File: config.mk
export PLATFORM = sky130hd
export DESIGN_NAME = ulm_merge_unit
export DESIGN_NICKNAME = d
export VERILOG_FILES = /design/src/rtl/ulm_pkg.sv /design/src/rtl/ulm_op_decode.sv /design/src/rtl/ulm_byte_lane.sv /design/src/rtl/ulm_result_reg.sv /design/src/rtl/ulm_merge_unit.sv
export SDC_FILE = /design/constraint.sdc
export NUM_CORES = 1
export LEC_CHECK = 0
export ABC_AREA = 0
export BUFFER_PORTS_ARGS = -buffer_cell sky130_fd_sc_hd__buf_2
export CORE_AREA = 2 2 105 76
export CTS_CLUSTER_DIAMETER = 50
export CTS_CLUSTER_SIZE = 12
export DETAILED_ROUTE_END_ITERATION = 8
export DIE_AREA = 0 0 107 78
export HOLD_SLACK_MARGIN = 0.03
export PLACE_DENSITY = 0.87
export SYNTH_ARGS = -nofsm -noshare
export SYNTH_HDL_FRONTEND = slang
export SYNTH_SLANG_ARGS = --single-unit
File: constraint.sdc
create_clock -name clk -period 2 [get_ports clk]
set_input_delay 0.2 -clock clk [delete_from_list [all_inputs] [get_ports clk]]
set_output_delay 0.2 -clock clk [all_outputs]
set_load 0.005 [all_outputs]
File: src/rtl/ulm_pkg.sv
// Shared types for the unaligned load merge unit.
package ulm_pkg;
    // Operation codes carried on the in_op port.
    typedef enum logic [1:0] {
        OP_WORD  = 2'b00,
        OP_UPPER = 2'b01,
        OP_LOWER = 2'b10,
        OP_NONE  = 2'b11
    } ulm_op_e;
endpackage

File: src/rtl/ulm_op_decode.sv
// Decodes the operation and byte offset into lane controls.
// Assumes NB is a power of two and at least 2; purely combinational.
module ulm_op_decode #(
    parameter int NB   = 4,
    localparam int OFFW = $clog2(NB)
) (
    input  logic            in_valid,
    input  logic [1:0]      in_op,
    input  logic [OFFW-1:0] in_offs,
    output logic            sel_word,
    output logic            sel_upper,
    output logic            sel_lower,
    output logic            fault,
    output logic            write
);
    import ulm_pkg::*;

    logic aligned;

    // Classify the request and flag misaligned ordinary loads.
    always_comb begin
        aligned   = (in_offs == '0);
        sel_word  = in_valid && (in_op == OP_WORD) && aligned;
        sel_upper = in_valid && (in_op == OP_UPPER);
        sel_lower = in_valid && (in_op == OP_LOWER);
        fault     = in_valid && (in_op == OP_WORD) && !aligned;
        write     = sel_word || sel_upper || sel_lower;
    end
endmodule

File: src/rtl/ulm_byte_lane.sv
// Produces one destination register byte. The lane picks a byte of the
// aligned memory word or keeps the old register byte, per the decoded
// operation. Assumes NB is a power of two, so index wrap is modulo NB.
module ulm_byte_lane #(
    parameter int NB     = 4,
    parameter int BYTE_W = 8,
    parameter int LANE   = 0,
    localparam int OFFW  = $clog2(NB),
    localparam int SUMW  = OFFW + 1
) (
    input  logic                 sel_word,
    input  logic                 sel_upper,
    input  logic                 sel_lower,
    input  logic [OFFW-1:0]      offs,
    input  logic [NB*BYTE_W-1:0] mem_word,
    input  logic [BYTE_W-1:0]    old_byte,
    output logic [BYTE_W-1:0]    new_byte
);
    logic [BYTE_W-1:0] wbytes [NB];
    logic [SUMW-1:0]   pos_sum;
    logic [OFFW-1:0]   up_idx;
    logic [OFFW-1:0]   lo_idx;
    logic              up_take;
    logic              lo_take;

    // Split the memory word into its byte lanes.
    for (genvar b = 0; b < NB; b++) begin : g_split
        assign wbytes[b] = mem_word[b*BYTE_W +: BYTE_W];
    end

    // Choose the source byte for this lane, or keep the old byte.
    always_comb begin
        pos_sum  = {1'b0, offs} + SUMW'(LANE);
        up_take  = sel_upper && (pos_sum >= SUMW'(NB - 1));
        lo_take  = sel_lower && (pos_sum <= SUMW'(NB - 1));
        up_idx   = offs + OFFW'(LANE) + OFFW'(1);
        lo_idx   = offs + OFFW'(LANE);
        new_byte = old_byte;
        if (sel_word)     new_byte = wbytes[LANE];
        else if (up_take) new_byte = wbytes[up_idx];
        else if (lo_take) new_byte = wbytes[lo_idx];
    end
endmodule

File: src/rtl/ulm_result_reg.sv
// Output register stage: captures merged data, write enable and fault
// when a request is present; holds data and clears flags otherwise.
module ulm_result_reg #(
    parameter int DW = 32
) (
    input  logic          clk,
    input  logic          rst_n,
    input  logic          in_valid,
    input  logic [DW-1:0] nxt_data,
    input  logic          nxt_we,
    input  logic          nxt_fault,
    output logic          res_valid,
    output logic [DW-1:0] res_data,
    output logic          res_we,
    output logic          res_fault
);
    // Register the result with synchronous active-low reset.
    always_ff @(posedge clk) begin
        if (!rst_n) begin
            res_valid <= 1'b0;
            res_data  <= '0;
            res_we    <= 1'b0;
            res_fault <= 1'b0;
        end else begin
            res_valid <= in_valid;
            res_we    <= in_valid && nxt_we;
            res_fault <= in_valid && nxt_fault;
            if (in_valid) res_data <= nxt_data;
        end
    end


    idle_hold_chk: assert property (@(posedge clk) disable iff (!rst_n)
        !in_valid |=> (!res_valid && !res_we && !res_fault && $stable(res_data)));


    req_latency_chk: assert property (@(posedge clk) disable iff (!rst_n)
        in_valid |=> res_valid);
endmodule

File: src/rtl/ulm_merge_unit.sv
// Top of the unaligned word load merge unit. Combines op decode, one
// byte lane per register byte and a single output register stage.
// Assumes in_word is the aligned word holding the addressed byte and
// in_offs holds the low byte-address bits.
module ulm_merge_unit #(
    parameter int NB     = 4,
    parameter int BYTE_W = 8,
    localparam int OFFW  = $clog2(NB),
    localparam int DW    = NB * BYTE_W
) (
    input  logic            clk,
    input  logic            rst_n,
    input  logic            in_valid,
    input  logic [1:0]      in_op,
    input  logic [OFFW-1:0] in_offs,
    input  logic [DW-1:0]   in_word,
    input  logic [DW-1:0]   in_old,
    output logic            res_valid,
    output logic [DW-1:0]   res_data,
    output logic            res_we,
    output logic            res_fault
);
    import ulm_pkg::*;

    logic          sel_word;
    logic          sel_upper;
    logic          sel_lower;
    logic          dec_fault;
    logic          dec_write;
    logic [DW-1:0] merged;

    ulm_op_decode #(.NB(NB)) u_dec (
        .in_valid (in_valid),
        .in_op    (in_op),
        .in_offs  (in_offs),
        .sel_word (sel_word),
        .sel_upper(sel_upper),
        .sel_lower(sel_lower),
        .fault    (dec_fault),
        .write    (dec_write)
    );

    for (genvar l = 0; l < NB; l++) begin : g_lane
        ulm_byte_lane #(.NB(NB), .BYTE_W(BYTE_W), .LANE(l)) u_lane (
            .sel_word (sel_word),
            .sel_upper(sel_upper),
            .sel_lower(sel_lower),
            .offs     (in_offs),
            .mem_word (in_word),
            .old_byte (in_old[l*BYTE_W +: BYTE_W]),
            .new_byte (merged[l*BYTE_W +: BYTE_W])
        );
    end

    ulm_result_reg #(.DW(DW)) u_out (
        .clk      (clk),
        .rst_n    (rst_n),
        .in_valid (in_valid),
        .nxt_data (merged),
        .nxt_we   (dec_write),
        .nxt_fault(dec_fault),
        .res_valid(res_valid),
        .res_data (res_data),
        .res_we   (res_we),
        .res_fault(res_fault)
    );


    word_load_chk: assert property (@(posedge clk) disable iff (!rst_n)
        (in_valid && in_op == OP_WORD && in_offs == '0)
        |=> (res_data == $past(in_word) && res_we && !res_fault));


    misalign_fault_chk: assert property (@(posedge clk) disable iff (!rst_n)
        (in_valid && in_op == OP_WORD && in_offs != '0)
        |=> (res_fault && !res_we && res_data == $past(in_old)));


    upper_full_chk: assert property (@(posedge clk) disable iff (!rst_n)
        (in_valid && in_op == OP_UPPER && in_offs == OFFW'(NB - 1))
        |=> (res_data == $past(in_word)));


    upper_keeps_low_chk: assert property (@(posedge clk) disable iff (!rst_n)
        (in_valid && in_op == OP_UPPER && in_offs != OFFW'(NB - 1))
        |=> (res_data[BYTE_W-1:0] == $past(in_old[BYTE_W-1:0])));


    lower_keeps_high_chk: assert property (@(posedge clk) disable iff (!rst_n)
        (in_valid && in_op == OP_LOWER && in_offs != '0)
        |=> (res_data[DW-1 -: BYTE_W] == $past(in_old[DW-1 -: BYTE_W])));


    noop_chk: assert property (@(posedge clk) disable iff (!rst_n)
        (in_valid && in_op == OP_NONE)
        |=> (!res_we && !res_fault && res_data == $past(in_old)));


    partial_nofault_chk: assert property (@(posedge clk) disable iff (!rst_n)
        (in_valid && (in_op == OP_UPPER || in_op == OP_LOWER))
        |=> (!res_fault && res_we));
endmodule

* Word level (Yosys, flattened, before mapping)
Cells that the tools add are included.
** Cells by class
- Reductions and logical operators :: 20
- Equality and inequality tests :: 2
- Mux-type cells :: 33
- Bitwise operators :: 7
- Magnitude comparators :: 15
- Add/subtract/negate cells :: 9
** Operator list (count)
- 2-to-1 mux 8 bit :: 26
- binary-select mux 8 bit (select 2 bit) :: 7
- greater-or-equal comparator 3 bit (second input constant) :: 7
- NOT 2 -> 3 bit :: 7
- logical AND 1 bit :: 15
- greater-or-equal comparator 3 x 2 -> 1 bit (second input constant) :: 3
- less-or-equal comparator 3 x 2 -> 1 bit (second input constant) :: 3
- adder 2 x 1 -> 2 bit (second input constant) :: 4
- adder 2 x 2 -> 3 bit (second input constant) :: 2
- adder 2 bit (second input constant) :: 2
- logical NOT 2 bit :: 2
- adder 2 x 1 -> 3 bit (second input constant) :: 1
- equality test 2 x 1 -> 1 bit (second input constant) :: 1
- equality test 2 bit (second input constant) :: 1
- greater-or-equal comparator 2 bit (second input constant) :: 1
- less-or-equal comparator 2 bit (second input constant) :: 1
- logical OR 1 bit :: 2
- logical NOT 1 bit :: 1
** Word-level totals
- Input port bits :: 71
- Bits in registers :: 35
- Output and inout port bits :: 35
- Logic and storage cells :: 90

* Longest topological paths before layout
- Depth in word-level cells :: 8
- Mapped depth :: 11
- Depth with buffers taken out :: 6

* Cells and area by module
From an unflattened synthesis, not the netlist that was laid out.
** Second synthesis, totals
- Cells, all modules :: 461
- Area, all modules :: 4307.9 um2
** Modules (own cells, without submodules)
- ulm_result_reg :: instances 1, area each 1322.5 um2, seq. area each 700.7 um2, cells each 109
- ulm_byte_lane at g_lane[1].u_lane :: instances 1, area each 948.4 um2, seq. area each 0.0 um2, cells each 97
- ulm_byte_lane at g_lane[3].u_lane :: instances 1, area each 698.2 um2, seq. area each 0.0 um2, cells each 100
- ulm_byte_lane at g_lane[0].u_lane :: instances 1, area each 658.1 um2, seq. area each 0.0 um2, cells each 77
- ulm_byte_lane at g_lane[2].u_lane :: instances 1, area each 616.8 um2, seq. area each 0.0 um2, cells each 70
- ulm_op_decode :: instances 1, area each 63.8 um2, seq. area each 0.0 um2, cells each 8

* Worst setup path before layout
OpenSTA, ideal clock, no wires.
- Path kind :: input -> register
- Start point :: input port in_offs[0]
- End point :: register u_out.res_data[9]
- Path slack :: -0.076 ns
- Stages on the path :: 10
- Arrival time :: 1.939 ns
- Library setup time :: 0.136 ns
- Buffers on the path :: 4
- Required time :: 1.864 ns
- Path through :: buf_4 buf_6 inv_1 ha_1 buf_4 buf_6 mux4_2 nor3_1 a211o_1 a31oi_1
** Between the ends
- Cells in the longest elaborated chain, start to end :: 8
- Elaborated cells on any way between the ends :: 20
- Those cells by class :: 3 x add/sub; 2 x order compare; 9 x mux; 2 x bitwise; 4 x reduce/logical
** RTL lines
- start: declaration :: line ulm_merge_unit.sv:15 : input logic [OFFW-1:0] in_offs,
- adder 2 x 1 -> 2 bit :: line ulm_byte_lane.sv:36, ulm_byte_lane.sv:37
- adder 2 x 1 -> 2 bit / NOT 2 -> 3 bit (equally long branches) :: line ulm_byte_lane.sv:36, ulm_byte_lane.sv:41
- NOT 2 -> 3 bit (not written as such) / binary-select mux 8 bit (select 2 bit) (equally long branches) :: line ulm_byte_lane.sv:40, ulm_byte_lane.sv:41
- binary-select mux 8 bit (select 2 bit) / 2-to-1 mux 8 bit (equally long branches) :: line ulm_byte_lane.sv:40, ulm_byte_lane.sv:41
- 2-to-1 mux 8 bit (on tied branches) (2 in series) :: line ulm_byte_lane.sv:40, ulm_byte_lane.sv:41
- 2-to-1 mux 8 bit :: line ulm_byte_lane.sv:40 : else if (up_take) new_byte = wbytes[up_idx];
- 2-to-1 mux 8 bit (*) :: line ulm_byte_lane.sv:39 : if (sel_word) new_byte = wbytes[LANE];
- end signal: assignment :: line ulm_result_reg.sv:28 : if (in_valid) res_data <= nxt_data;
- end: declaration :: line ulm_result_reg.sv:13 : output logic [DW-1:0] res_data,
Mark *: on every way between the ends. The rest lies on a longest branch, timed or not. The select of a mux whose other input is x is not followed.
A chain may end at the register's enable or synchronous reset.

* Final worst setup path
- Start point :: input port in_offs[0]
- End point :: register u_out.res_data[6]
** Between the ends
- Cells in the longest elaborated chain, start to end :: 7
- Elaborated cells on any way between the ends :: 18
- Those cells by class :: 1 x add/sub; 2 x order compare; 9 x mux; 2 x bitwise; 4 x reduce/logical
** RTL lines (line)
- adder 2 x 1 -> 2 bit / NOT 2 -> 3 bit (equally long branches) :: ulm_byte_lane.sv:36, ulm_byte_lane.sv:41
- NOT 2 -> 3 bit (not written as such) / binary-select mux 8 bit (select 2 bit) (equally long branches) :: ulm_byte_lane.sv:40, ulm_byte_lane.sv:41
- binary-select mux 8 bit (select 2 bit) / 2-to-1 mux 8 bit (equally long branches) :: ulm_byte_lane.sv:40, ulm_byte_lane.sv:41
- 2-to-1 mux 8 bit (on tied branches) (2 in series) :: ulm_byte_lane.sv:40, ulm_byte_lane.sv:41
- 2-to-1 mux 8 bit :: ulm_byte_lane.sv:40
- 2-to-1 mux 8 bit (*) :: ulm_byte_lane.sv:39
Marked as above.

==> flow_metrics.tcl <==
set metrics [dict create \
    status "complete, no violations" \
    vias 3446 \
    drcViolationCount 0 \
    first_pass_iters 5 \
    grt-ovfl-total 0 \
    routed_via_density 6.50 \
    crit_arrival_ps 1790 \
    synthCells 334 \
    clkTransAtPathRegs_ps 80 \
    grt_start_max_net_pins 40 \
    drive_gt1_share_pct 43.1 \
    grtUsageTotal_pct 26.2 \
    cts_sinks 35 \
    io_buffers 105 \
    hold_viol_final 0 \
    synth_warnings 0 \
    relSlewSlack_pct 75.0 \
    final_nets 506 \
    finalPower_mw 2.19 \
    post_dp_cell_area_um2 4030 \
    cts_max_level 2 \
    synth.yosys.seq_area_share_pct 20.8 \
    drt-initial-drc-count 278 \
    start_util_pct 46.3 \
    end_kind "register" \
    syn2layout_area_growth_pct 23.3 \
    ant_nets 0 \
    avgSynthCellArea_um2 10.1 \
    wl_per_cell_um 20.1 \
    min-delay-path-class "in2reg" \
    critPathBufInv 3 \
    crit_path_top_delay_cell "mux4_2" \
    maxCapViolations 0 \
    cpLargestDelayFamily "multiplexers" \
    cts_resized 0 \
    p_leak_nw 1.78 \
    cts_buffers 5 \
    seqPwrFrac_pct 35.3 \
    cts_setup_buffers 0 \
    core_area_um2 7250 \
    ir_worst_vdd_uv 386 \
    drt_wl_total_um 10700 \
    diodes 0 \
    final_max_slew_viol_count 0 \
    max_stage_delay_ps 530 \
    grt_first_pass_wirelength_um 17200 \
    post-route-min-period_ps 1650 \
    fp-row-count 26 \
    comb_power_share_pct 33.9 \
    path_cells "buf_2 -> inv_1 -> ha_1 -> buf_12 -> mux4_2 -> o21ai_0 -> a21o_1 -> a31oi_1" \
    intPower_mw 1.54 \
    cp-start-kind "input port" \
    grt_pass1_vias 3375 \
    synth-seq-cells 35 \
    cts_tree "done" \
    globalplace.congestion 0.901 \
    r2r_slack_ps 1280 \
    root_buffer "clkbuf_8" \
    synth_area_um2 3360 \
    setup_viol 0 \
    p_per_area_nw_per_um2 529 \
    finClkSkew_ps 0 \
    path_class "in2reg" \
    synthesis.nets 409 \
    path_max_fanout 26 \
    p_clk_share_pct 30.8 \
    ctsHoldBuffers 0 \
    max_freq_mhz 607 \
    clock_latency_ps 280 \
    period_share_pct 82.4 \
    worst_pin_slew_ps 372 \
    cp.required_ps 2150 \
    pin_count 106 \
    cts_buffer_depth 2 \
    netlist-cell-type-count 31 \
    dpl.hpwl_um 7890 \
    rsz0062_at_grt "no" \
    p_sw_uw 649 \
    dieHeight_um 78 \
    post-route-cell-area_um2 4140 \
    switching_share_pct 29.6 \
    die_area_um2 8350 \
    antenna_found_initial 0 \
    die_w_um 107 \
]
## per-stage QoR
stage	hold WS [ps]	setup TNS, ps	worst slack (ps)	utilization [%]	instances
floorplan	338	-60.4	-10.7	-	334
global placement	462	0	132	55.5	522
detailed placement	470	0	81.3	55.5	522
CTS	210	0	372	57.1	530
global route	216	0	266	57.1	530
finish	220	0	351	57.1	530
## logic make-up after synthesis
family	count (synthesis)	share of synthesized area, %
AO/OA/AOI/OAI	121	21.6
multiplexers	80	39.8
buffers and inverters	41	6.85
flip-flops	35	20.8
AND/OR/NAND/NOR	53	9.38
adder cells (fa/ha/maj)	4	1.49
## flip-flops by register name, indices dropped and copies added, names as in the netlist
signal	count
u_out.res_fault	1
u_out.res_data	32
u_out.res_we	1
u_out.res_valid	1
## worst register-to-register path: cells and delay by family, from the launching register on
family / cells / cell delay (ps)
compound gates: 2 / 270
flops: 1 / 360
## synthesized netlist by cell type
cell type	count	share of area, %
o21ai_0	54	8.0
dfxtp_1	35	21
mux4_2	33	22
mux2i_1	32	9.5
a31oi_1	25	4.7
nand2_1	25	2.8
clkbuf_1	19	2.1
a21o_1	16	3.6
nand3b_1	9	2.0
a211o_1	8	2.1
a21oi_1	8	1.2
mux2_2	8	2.7
nor3_1	8	1.2
o21a_1	8	1.8
mux4_1	7	5.5
buf_2	6	0.89
buf_4	6	1.3
buf_6	6	2.0
ha_1	4	1.5
and4bb_2	3	1.1
inv_1	3	0.34
o21ai_1	2	0.30
and4b_1	1	0.30
clkbuf_2	1	0.15
nand3b_4	1	0.60
nand4b_1	1	0.26
nand4bb_1	1	0.34
nor2_1	1	0.11
nor4_1	1	0.19
nor4bb_1	1	0.30
or2_1	1	0.19
## power by group through the flow
stage                     combinational [mW]  clock, mW  sequential [mW]
after global placement                 0.716          0            0.789
after CTS                              0.737      0.688            0.774
after detailed placement               0.735          0            0.790
after global routing                   0.802      0.729            0.781
after floorplan                        0.467          0            0.792
final                                  0.742      0.674            0.774
## cells in the final DEF, fill, tap and decap left out, types with 4 or more instances in the layout
cell,synthesis,layout
buf_2,6,105
o21ai_0,54,54
dfxtp_1,35,35
mux4_2,33,33
mux2i_1,32,32
nand2_1,25,25
a31oi_1,25,25
buf_4,6,20
a21o_1,16,16
nand3b_1,9,9
mux2_2,8,8
a21oi_1,8,8
o21a_1,8,8
a211o_1,8,8
mux4_1,7,7
clkbuf_8,0,6
nor3_1,8,4
nor3_2,0,4
ha_1,4,4
## per-layer routing
| layer | vias up | share of wire, % | global-route usage (%) |
|---|---|---|---|
| li1 | 1527 | - | - |
| met1 | 1669 | 40 | 34.3 |
| met2 | 232 | 48 | 44.5 |
| met3 | 18 | 11 | 5.71 |
| met4 | 0 | 0.99 | 5.84 |
| met5 | - | 0 | 0 |
## worst paths after layout
path / startpoint / endpoint / cells past startpoint
setup / recovery: in_offs[0] / u_out.res_data[6]$_SDFFE_PN0P_ / 8
hold / removal: in_word[8] / u_out.res_data[8]$_SDFFE_PN0P_ / 3
setup reg to reg: u_out.res_data[6]$_SDFFE_PN0P_ / u_out.res_data[6]$_SDFFE_PN0P_ / 2
hold reg to reg: u_out.res_data[21]$_SDFFE_PN0P_ / u_out.res_data[21]$_SDFFE_PN0P_ / 2
## area by class of cell
type	count	area, um2
clock buffer	6	82.6
inverter	3	11.3
clock inverter	2	35.0
multi-input combinational	258	2460
sequential	35	701
timing repair buffer	128	736
tap	98	123
fill	637	3110
No activity file was read; power rests on OpenSTA's default activity.
